$ cat src/rtl/csm_pkg.sv
package csm_pkg;
  typedef enum logic [2:0] {
    MODE_FREE    = 3'd0,
    MODE_NORMAL  = 3'd1,
    MODE_HOLD    = 3'd2,
    MODE_AUTO_HO = 3'd3,
    MODE_REALIGN = 3'd4
  } mode_e;

  localparam logic [1:0] REQ_FREE = 2'b10;
  localparam logic [1:0] REQ_HOLD = 2'b01;
endpackage

$ cat src/rtl/csm_req_filter.sv
module csm_req_filter #(
  parameter int W = 2,
  parameter logic [W-1:0] RST_VAL = '0
) (
  input  logic         clk,
  input  logic         rst,
  input  logic [W-1:0] req_in,
  output logic [W-1:0] req_eff
);
  logic [W-1:0] s1, s2;

  always_ff @(posedge clk) begin
    if (rst) begin
      s1      <= RST_VAL;
      s2      <= RST_VAL;
      req_eff <= RST_VAL;
    end else begin
      s1 <= req_in;
      s2 <= s1;
      if (s1 == s2) req_eff <= s2;
    end
  end

  AST_REQ_STABLE: assert property (@(posedge clk) disable iff (rst)
    !$stable(req_eff) |-> ($past(s1) == $past(s2)));
endmodule

$ cat src/rtl/csm_run_count.sv
module csm_run_count #(
  parameter int N = 8
) (
  input  logic clk,
  input  logic rst,
  input  logic en,
  output logic hit
);
  localparam int CW = (N < 2) ? 1 : $clog2(N + 1);
  localparam logic [CW-1:0] LAST = CW'(N - 1);
  logic [CW-1:0] cnt;

  always_ff @(posedge clk) begin
    if (rst || !en) cnt <= '0;
    else if (cnt != LAST) cnt <= cnt + 1'b1;
  end

  assign hit = en && (cnt == LAST);
endmodule

$ cat src/rtl/csm_realign_qual.sv
module csm_realign_qual #(
  parameter int LOW_CYC = 50000
) (
  input  logic clk,
  input  logic rst,
  input  logic req_n,
  output logic go
);
  localparam int CW = $clog2(LOW_CYC + 1);
  localparam logic [CW-1:0] FULL = CW'(LOW_CYC);
  logic [CW-1:0] low_cnt;
  logic          req_q;

  always_ff @(posedge clk) begin
    if (rst) begin
      low_cnt <= '0;
      req_q   <= 1'b1;
      go      <= 1'b0;
    end else begin
      req_q <= req_n;
      go    <= req_n && !req_q && (low_cnt == FULL);
      if (req_n) low_cnt <= '0;
      else if (low_cnt != FULL) low_cnt <= low_cnt + 1'b1;
    end
  end

  AST_GO_PULSE: assert property (@(posedge clk) disable iff (rst)
    go |=> !go);
endmodule

$ cat src/rtl/clk_sync_mode_ctl.sv
module clk_sync_mode_ctl #(
  parameter int CLK_MHZ    = 200,
  parameter int REALIGN_NS = 200,
  parameter int REQ_LOW_US = 250,
  parameter int SETTLE_CYC = 64,
  parameter int GOOD_CYC   = 256
) (
  input  logic       clk,
  input  logic       rst,
  input  logic [1:0] mode_req,
  input  logic       ref_pick,
  input  logic       pri_fault,
  input  logic       sec_fault,
  input  logic       realign_req_n,
  input  logic       auto_ret_en,
  input  logic       man_release,
  input  logic       loop_locked,
  output logic [2:0] mode_out,
  output logic       lock,
  output logic       ref_active
);
  import csm_pkg::*;

  localparam int HOLD_CYC = (CLK_MHZ * REALIGN_NS + 999) / 1000;
  localparam int LOW_CYC  = CLK_MHZ * REQ_LOW_US;

  mode_e      mode_q, mode_d;
  logic [1:0] req_eff;
  logic       rl_go, settle_hit, good_hit, hold_hit;
  logic       man_q, man_tog, sel_fault, lock_d;
  logic       want_hold, want_free;

  csm_req_filter #(.W(2), .RST_VAL(REQ_FREE)) u_filt (
    .clk(clk), .rst(rst), .req_in(mode_req), .req_eff(req_eff));

  csm_realign_qual #(.LOW_CYC(LOW_CYC)) u_rq (
    .clk(clk), .rst(rst), .req_n(realign_req_n), .go(rl_go));

  csm_run_count #(.N(SETTLE_CYC)) u_settle (
    .clk(clk), .rst(rst),
    .en((mode_q == MODE_NORMAL) && !lock && loop_locked), .hit(settle_hit));

  csm_run_count #(.N(GOOD_CYC)) u_good (
    .clk(clk), .rst(rst),
    .en((mode_q == MODE_AUTO_HO) && auto_ret_en && !sel_fault), .hit(good_hit));

  csm_run_count #(.N(HOLD_CYC)) u_hold (
    .clk(clk), .rst(rst), .en(mode_q == MODE_REALIGN), .hit(hold_hit));

  assign sel_fault = ref_active ? sec_fault : pri_fault;
  assign man_tog   = man_release ^ man_q;
  assign want_free = (req_eff == REQ_FREE);
  assign want_hold = (req_eff == REQ_HOLD);

  always_comb begin
    mode_d = mode_q;
    if (want_free) mode_d = MODE_FREE;
    else begin
      case (mode_q)
        MODE_FREE, MODE_HOLD: mode_d = want_hold ? MODE_HOLD : MODE_NORMAL;
        MODE_NORMAL: begin
          if (want_hold)      mode_d = MODE_HOLD;
          else if (sel_fault) mode_d = MODE_AUTO_HO;
          else if (rl_go)     mode_d = MODE_REALIGN;
        end
        MODE_AUTO_HO: begin
          if (want_hold) mode_d = MODE_HOLD;
          else if (auto_ret_en ? good_hit : man_tog) mode_d = MODE_NORMAL;
        end
        MODE_REALIGN: begin
          if (want_hold)      mode_d = MODE_HOLD;
          else if (sel_fault) mode_d = MODE_AUTO_HO;
          else if (hold_hit)  mode_d = MODE_NORMAL;
        end
        default: mode_d = MODE_FREE;
      endcase
    end
  end

  always_comb begin
    lock_d = lock;
    if (mode_d != MODE_NORMAL && mode_d != MODE_REALIGN) lock_d = 1'b0;
    else if (mode_q != MODE_NORMAL && mode_q != MODE_REALIGN) lock_d = 1'b0;
    else if (settle_hit) lock_d = 1'b1;
  end

  always_ff @(posedge clk) begin
    if (rst) begin
      mode_q     <= MODE_FREE;
      lock       <= 1'b0;
      ref_active <= 1'b0;
      man_q      <= 1'b0;
    end else begin
      mode_q     <= mode_d;
      lock       <= lock_d;
      ref_active <= ref_pick;
      man_q      <= man_release;
    end
  end

  assign mode_out = mode_q;

  AST_RST_FREE: assert property (@(posedge clk)
    rst |=> (mode_q == MODE_FREE && !lock));
  AST_FORCE_FREE: assert property (@(posedge clk) disable iff (rst)
    want_free |=> (mode_q == MODE_FREE));
  AST_SETTLE_GATE: assert property (@(posedge clk) disable iff (rst)
    $rose(lock) |-> ($past(mode_q) == MODE_NORMAL && $past(loop_locked)));
  AST_AHO_NOLOCK: assert property (@(posedge clk) disable iff (rst)
    (mode_q == MODE_AUTO_HO) |-> !lock);
  AST_MAN_GATE: assert property (@(posedge clk) disable iff (rst)
    (mode_q == MODE_AUTO_HO && !auto_ret_en && !man_tog && !want_free && !want_hold)
      |=> (mode_q == MODE_AUTO_HO));
  AST_REALIGN_LOCK: assert property (@(posedge clk) disable iff (rst)
    (mode_q == MODE_REALIGN && lock && !want_free && !want_hold && !sel_fault)
      |=> lock);
  AST_REALIGN_ENTRY: assert property (@(posedge clk) disable iff (rst)
    (mode_q == MODE_REALIGN && $past(mode_q) != MODE_REALIGN)
      |-> ($past(mode_q) == MODE_NORMAL));
endmodule

$ cat config.mk
export PLATFORM = sky130hd
export DESIGN_NAME = clk_sync_mode_ctl
export DESIGN_NICKNAME = d
export VERILOG_FILES = /design/src/rtl/csm_pkg.sv /design/src/rtl/csm_req_filter.sv /design/src/rtl/csm_run_count.sv /design/src/rtl/csm_realign_qual.sv /design/src/rtl/clk_sync_mode_ctl.sv
export SDC_FILE = /design/constraint.sdc
export NUM_CORES = 1
export LEC_CHECK = 0
export BUFFER_PORTS_ARGS = -buffer_cell sky130_fd_sc_hd__buf_2
export CELL_PAD_IN_SITES_DETAIL_PLACEMENT = 1
export CELL_PAD_IN_SITES_GLOBAL_PLACEMENT = 2
export CORE_MARGIN = 4
export CORE_UTILIZATION = 37
export CTS_CLUSTER_SIZE = 30
export DETAILED_ROUTE_END_ITERATION = 7
export PLACE_DENSITY = 0.87
export SKIP_LAST_GASP = 1
export SYNTH_ARGS = -nofsm -noshare
export SYNTH_HDL_FRONTEND = slang
export SYNTH_SLANG_ARGS = --single-unit
export TNS_END_PERCENT = 20
$ cat constraint.sdc
create_clock -name clk -period 2.15 [get_ports clk]
set_input_delay 0.645 -clock clk [delete_from_list [all_inputs] [get_ports clk]]
set_output_delay 0.645 -clock clk [all_outputs]
set_load 0.01 [all_outputs]
==> impl_metrics.ini, run 1 <==
[outcome]
status = completed

[layout]
ff_latch_area_mm2 = 0.00104
multiInputGateArea_mm2 = 0.00123
final_layout_size_suffix_gt1_frac = 0.136
layout_filler_cell_count = 734
n_antenna_cell = 0
final_net_count = 289
final-instance-count-excl-fill = 348
area.growth.synth_to_final_pct = 10.8

[clock_network]
cts.clk_slew.worst_paths_ns = 0.10
cts_hold_repair.buffers = 0
post_cts_sizing_count = 0
htree_levels = 2
cts_tree = yes
cts.sinks = 52
post_cts.repair.setup_buffers = 0
max-clock-path-buffers = 2
worstSkewPairLatency_ns = 0.30
clk_root_buffer_cell = sky130_fd_sc_hd__clkbuf_8
cts-buffers-inserted = 5

[sta]
timing.final.crit_period_ns = 1.69
finalHoldWorstSlack_ns = 0.420
fin_skew_ns = 0.0141
setup_repair_after_global_routing_missed_its_margin = no
worst_slew_margin_rel = 0.709
fmax_mhz = 590
max_slew_vio_count = 0
final_min_period_over_clock_period = 0.788
report.final.hold_viol_count = 0
worst-slew-pin-transition_ns = 0.435
totalNegativeSetupSlack_ns = 0
report.final.setup_viol = 0

[synthesis]
post_synth_fa_ha_maj_area_fraction = 0.0320
yosys_synthesis_warning_count = 0
yosys-mux-area-fraction = 0.0229
yosysUniqueCellTypes = 43
synth_fp_nets = 275
synth_xor_area_frac = 0.112
post-synth-top-area-fraction = 0.444
dominantRegCellSynth = sky130_fd_sc_hd__dfxtp_1
synth_compound_area_frac = 0.0597
synth_edf_count = 0
syn_area_per_cell_um2 = 9.09
post_synth_and_or_nand_nor_area_fraction = 0.298
netlist_area_mm2 = 0.00235
synth_area_leader_cell = sky130_fd_sc_hd__dfxtp_1
synth.top_cells.by_area = sky130_fd_sc_hd__dfxtp_1, sky130_fd_sc_hd__nor2_1, sky130_fd_sc_hd__xnor2_1
ffs_latches_synth = 52
async_reset_ff_frac = 0
netlist_instances = 258
synth_top_family_by_area = simple AND/OR/NAND/NOR gates
synth_sequential_area_ratio = 0.444

[global_routing]
wire_length_of_the_first_global_routing_pass_mm = 7.62
largest_net_degree_at_the_start_of_global_routing = 18
grt_overflow = 0
grt_antenna_before_repair = 0
grt_pass1_vias = 1707
grtUsageTotal = 0.123

[power]
vdd.ir_drop.worst_uv = 366
total_leakage_power_nw = 0.945
total_power_mw = 1.74
power_per_cell_area_mw_per_mm2 = 668

[worst_setup_path]
r2r_setup_slack_ns = 0.48
worst-r2r-cell-count = 8
critPathSlowestCell = sky130_fd_sc_hd__dfxtp_1
worst_path_largest_cell_delay_ns = 0.54
crit_buf_inv = 1
worst-setup-path-type = reg -> out
regToRegEndpoint = u_good.cnt[7]$_SDFFE_PP0N_
worstPathArrival_ns = 1.05
cp_cell_sequence = buf_2
regToRegStartpoint = u_good.cnt[0]$_SDFFE_PP0N_
path_depth = 1
crit_required_ns = 1.50
critPathMaxFanout = 9
worstSetupStartpointType = flip-flop
critPathTopFamily = flip-flops
setup.worst_path.end_class = primary output

[routing]
route.antenna.remaining_nets = 0
first_pass_iteration_count_of_the_detailed_router = 4
initialDrtViolationCount = 38
detail_route.drc_violations = 0
routed_wire_length_per_instance_um = 12.5
totalWireLength_mm = 4.33
avgViaCountPerCell = 5.01
route.vias.total = 1743

[run]
max_cap_viol_count = 0

[hold_path]
hp-class = reg -> reg
hold_path.startpoint = u_rq.req_q$_SDFF_PP1_
worst_hold_path.endpoint = u_rq.go$_SDFF_PP0_
timing.hold.worst_path_depth = 1

[floorplan]
floorplan.die.height_um = 87.6
core_mm2 = 0.00603
ioPinCount = 16
floorplan.rows = 28
floorplan.die_area_mm2 = 0.00768
die_w_um = 87.6
floorplan.initialDensity = 0.389

[placed_design]
placement.io_buffers = 15
place_hpwl_mm = 3.23
globalplace.congestion = 0.749
post-place-cells = 340
## cell type report
class,count,area share
timing repair buffer,16,0.0318
clock buffer,6,0.0318
tap,75,0.0361
multi-input combinational,189,0.473
sequential,52,0.401
clock inverter,2,0.0149
inverter,8,0.0116
## flip-flops by register name, summed over array words and instances (netlist names)
signal and count:
man_q 1, u_filt.req_eff 2, mode_out 3, lock 1, u_rq.go 1, u_rq.low_cnt 16
u_hold.cnt 6, u_filt.s1 2, u_good.cnt 9, u_rq.req_q 1, u_filt.s2 2, u_settle.cnt 7
ref_active 1
## cell usage in the layout, fill, tap and decap left out, types with 2 or more instances in the layout
cell type                  instances
sky130_fd_sc_hd__nand2_1          15
sky130_fd_sc_hd__nand4_1           6
sky130_fd_sc_hd__inv_1             8
sky130_fd_sc_hd__xnor2_1          16
sky130_fd_sc_hd__a22oi_1           2
sky130_fd_sc_hd__o21ai_0           2
sky130_fd_sc_hd__nor2b_1           6
sky130_fd_sc_hd__nor2_1           42
sky130_fd_sc_hd__nor4_1            4
sky130_fd_sc_hd__clkbuf_8          6
sky130_fd_sc_hd__a311oi_1          2
sky130_fd_sc_hd__mux2i_1           4
sky130_fd_sc_hd__a21o_1            2
sky130_fd_sc_hd__buf_2            15
sky130_fd_sc_hd__ha_1              6
sky130_fd_sc_hd__o22ai_1           2
sky130_fd_sc_hd__nor4bb_1          2
sky130_fd_sc_hd__nand2b_1          6
sky130_fd_sc_hd__nor4b_1           2
sky130_fd_sc_hd__nor3_1            5
sky130_fd_sc_hd__or3_1             3
sky130_fd_sc_hd__and3b_1           2
sky130_fd_sc_hd__a21oi_1           6
sky130_fd_sc_hd__or2_2             5
sky130_fd_sc_hd__xor2_1           14
sky130_fd_sc_hd__dfxtp_1          52
sky130_fd_sc_hd__nand3_1          13
sky130_fd_sc_hd__and3_1            6
sky130_fd_sc_hd__o21a_1            2
sky130_fd_sc_hd__nor3_2            2
## worst max-delay path by stage
| stage | from | end | slack (ns) |
|---|---|---|---|
| after global placement | pri_fault | u_good.cnt[7]$_SDFFE_PP0N_ | 0.43 |
| after floorplan | u_good.cnt[0]$_SDFFE_PP0N_ | u_good.cnt[7]$_SDFFE_PP0N_ | 0.53 |
| after CTS | mode_out[2]$_SDFF_PP0_ | mode_out[2] | 0.43 |
| after global routing | u_good.cnt[0]$_SDFFE_PP0N_ | u_good.cnt[7]$_SDFFE_PP0N_ | 0.30 |
| after detailed placement | sec_fault | u_good.cnt[6]$_SDFFE_PP0N_ | 0.38 |
| final | mode_out[2]$_SDFF_PP0_ | mode_out[2] | 0.46 |
## worst register-to-register path: cells and delay by family (launching register included)
kind                       cells  cell delay, ns
and+or+nand+nor                5            0.57
DFF                            1            0.37
adders and majority gates      2            0.48
xor gates and xnor gates       1            0.14
## cell families (layout without fill, tap and decap cells)
kind of cell	after synthesis	in the layout
simple gates	127	127
flops	52	52
xor+xnor	30	30
compound gates	21	21
buf+inv	17	32
fa+ha+maj	6	6
mux	5	5
## per-stage QoR
step,setup WS (ns),area [µm²],utilization
floorplan,0.526,2350,-
CTS,0.429,2600,0.431
global route,0.297,2600,0.431
detailed placement,0.376,2480,0.411
global placement,0.426,2480,0.411
finish,0.455,2600,0.431
## synth_stat cells (6+ instances only)
cell	count
sky130_fd_sc_hd__nand2b_1	6
sky130_fd_sc_hd__nand3_1	13
sky130_fd_sc_hd__nor2b_1	6
sky130_fd_sc_hd__xnor2_1	16
sky130_fd_sc_hd__and3_1	6
sky130_fd_sc_hd__dfxtp_1	52
sky130_fd_sc_hd__nor2_1	42
sky130_fd_sc_hd__nand4_1	6
sky130_fd_sc_hd__xor2_1	14
sky130_fd_sc_hd__inv_1	8
sky130_fd_sc_hd__nand2_1	15
sky130_fd_sc_hd__ha_1	6
sky130_fd_sc_hd__a21oi_1	6
## layer usage
metal  part of all wire  GRT usage
met5                  0          0
met1               0.48      0.148
met4              0.012     0.0418
met2               0.47      0.211
met3              0.038     0.0339
## power breakdown
group / switching [mW] / internal, mW / total, mW
registers: 0.00854 / 0.972 / 0.980
clock network: 0.320 / 0.381 / 0.701
logic: 0.0281 / 0.0277 / 0.0557
Note: power is estimated with default switching activity, not from simulation.
==> run 2: changes to the inputs <==
CORE_UTILIZATION = 33   (was 37)
PLACE_DENSITY = 0.82   (was 0.87)
clock period = 1.46 ns   (was 2.15 ns; I/O delays follow)
==> impl_metrics.ini, run 2 (same netlist as run 1, synthesis figures left out) <==
[outcome]
status = complete, but fails checks
failed_checks = setup timing

[layout]
multiInputGateArea_mm2 = 0.00129
area.growth.synth_to_final_pct = 24.0
mostFrequentLayoutCells = sky130_fd_sc_hd__dfxtp_1, sky130_fd_sc_hd__nor2_1, sky130_fd_sc_hd__buf_4
largest_register_ffs = 16
layout.cell_area.non_filler_mm2 = 0.00291
final_layout_size_suffix_gt1_frac = 0.284
ff_latch_area_mm2 = 0.00105
layout_filler_cell_count = 826
largest_registers = u_rq.low_cnt x16, u_good.cnt x9, u_settle.cnt x7
mostFrequentLayoutCell = sky130_fd_sc_hd__dfxtp_1
largest_register = u_rq.low_cnt
n_antenna_cell = 0
final_net_count = 323

[power]
power.combinational.fraction = 0.042
switching_power_mw = 0.506
sequentialPowerShare = 0.623
netSwitchingFraction = 0.219
internal_power_mw = 1.81
total_leakage_power_nw = 1.11
vdd.ir_drop.worst_uv = 394
power_per_cell_area_mw_per_mm2 = 795
total_power_mw = 2.31
clock_power_frac = 0.336

[worst_setup_path]
worstSetupStartpointType = flip-flop
setup.worst_path.end_class = flip-flop
worst_path_largest_cell_delay_ns = 0.36
worst-r2r-cell-count = 8
worstPathArrival_ns = 1.72
worst-setup-path-type = reg -> reg
critPathSlowestCell = sky130_fd_sc_hd__dfxtp_2
regToRegEndpoint = u_good.cnt[7]$_SDFFE_PP0N_
cp_cell_sequence = ha_4 -> nand3_2 -> nor2_2 -> ha_2 -> and3b_2 -> nand4_1 -> xor2_1 -> nor2_1
regToRegStartpoint = u_good.cnt[1]$_SDFFE_PP0N_
critPathLaunch = u_good.cnt[1]$_SDFFE_PP0N_
critPathMaxFanout = 4
r2r_setup_slack_ns = -0.07
crit_required_ns = 1.65

[routing]
totalWireLength_mm = 4.99
avgViaCountPerCell = 4.72
detail_route.drc_violations = 0
routed_wire_length_per_instance_um = 12.4
first_pass_iteration_count_of_the_detailed_router = 4
route.vias.total = 1897
initialDrtViolationCount = 38
route.antenna.remaining_nets = 0

[global_routing]
grt_antenna_before_repair = 0
grtUsageTotal = 0.129
grt_pass1_vias = 2066
largest_net_degree_at_the_start_of_global_routing = 18
grt_overflow = 0
wire_length_of_the_first_global_routing_pass_mm = 8.99

[sta]
report.final.setup_viol = 4
fmax_mhz = 654
max_slew_vio_count = 0
timing.final.crit_period_ns = 1.53
report.final.hold_viol_count = 0
worst-slew-pin-transition_ns = 0.404
finalHoldWorstSlack_ns = 0.314
fin_skew_ns = 0.00598
final_min_period_over_clock_period = 1.05
worst_slew_margin_rel = 0.729
setup_repair_after_global_routing_missed_its_margin = yes
fin_ws_ns = -0.0692

[clock_network]
clk_root_buffer_cell = sky130_fd_sc_hd__clkbuf_8
htree_levels = 2
worstSkewPairLatency_ns = 0.30
cts_tree = yes
cts-buffers-inserted = 5
cts_hold_repair.buffers = 0
max-clock-path-buffers = 2
cts.sinks = 52
cts.clk_slew.worst_paths_ns = 0.09

[placed_design]
placement.io_buffers = 15
place_hpwl_mm = 3.92
placed_area_mm2 = 0.00276
globalplace.congestion = 0.732

[floorplan]
floorplan.die.height_um = 92.3
floorplan.initialDensity = 0.343
core_mm2 = 0.00683
ioPinCount = 16
die_w_um = 92.3
floorplan.die_area_mm2 = 0.00852
floorplan.rows = 30

[hold_path]
hp-class = in -> reg
hold_path.startpoint = mode_req[1]
timing.hold.worst_path_depth = 2
worst_hold_path.endpoint = u_filt.s1[1]$_SDFF_PP1_

[run]
max_cap_viol_count = 0
[run 2: worst max-delay path: cells and delay by family, from the launching register on]
family | cells | cell delay [ns]
AND/OR/NAND/NOR | 5 | 0.54
flip-flops | 1 | 0.36
adder cells (fa/ha/maj) | 2 | 0.35
XOR/XNOR | 1 | 0.16
[run 2: metrics by stage]
stage / worst slack [ns] / cells / TNS (ns) / utilization
final: -0.0692 / 402 / -0.131 / 0.426
after global routing: -0.148 / 402 / -1.37 / 0.426
after CTS: -0.0939 / 401 / -0.793 / 0.419
after detailed placement: -0.119 / 393 / -1.22 / 0.403
after global placement: -0.0780 / 393 / -0.735 / 0.403
after floorplan: -0.0580 / 258 / -0.223 / -
[run 2: per-layer routing]
layer	GRT usage	up-vias	part of all wire
met5	0	-	0
met4	0.0371	0	0.012
met3	0.0374	5	0.032
met2	0.234	20	0.52
met1	0.145	906	0.44
li1	-	966	-
[run 2: power groups by stage]
stage / Sequential, mW / Clock [mW] / Combinational (mW)
after floorplan: 1.47 / 0 / 0.0516
after global placement: 1.47 / 0 / 0.0967
after detailed placement: 1.47 / 0 / 0.0984
after CTS: 1.44 / 0.815 / 0.0987
after global routing: 1.44 / 0.872 / 0.110
final: 1.44 / 0.776 / 0.0960
[run 2: area by class of cell]
type	instances	share of cell area
well taps	96	0.0413
inverters	8	0.0103
flip-flops and latches	52	0.361
repair buffers	50	0.116
clock buffers	6	0.0249
clock inverters	1	0.00172
multi-input cells	189	0.445
[run 2: timing repair]
item,CTS,global route
pin swaps,5,10
buffers inserted,1,1
setup endpoints to repair,15,29
resized for setup,5,9
endpoints found under the hold margin,0,0
[run 2: worst max path at each step]
stage                                            end  slack [ns]
after floorplan           u_good.cnt[7]$_SDFFE_PP0N_       -0.06
after global placement    u_good.cnt[0]$_SDFFE_PP0N_       -0.08
after detailed placement  u_good.cnt[0]$_SDFFE_PP0N_       -0.12
after CTS                 u_good.cnt[7]$_SDFFE_PP0N_       -0.09
after global routing      u_good.cnt[7]$_SDFFE_PP0N_       -0.15
final                     u_good.cnt[7]$_SDFFE_PP0N_       -0.07
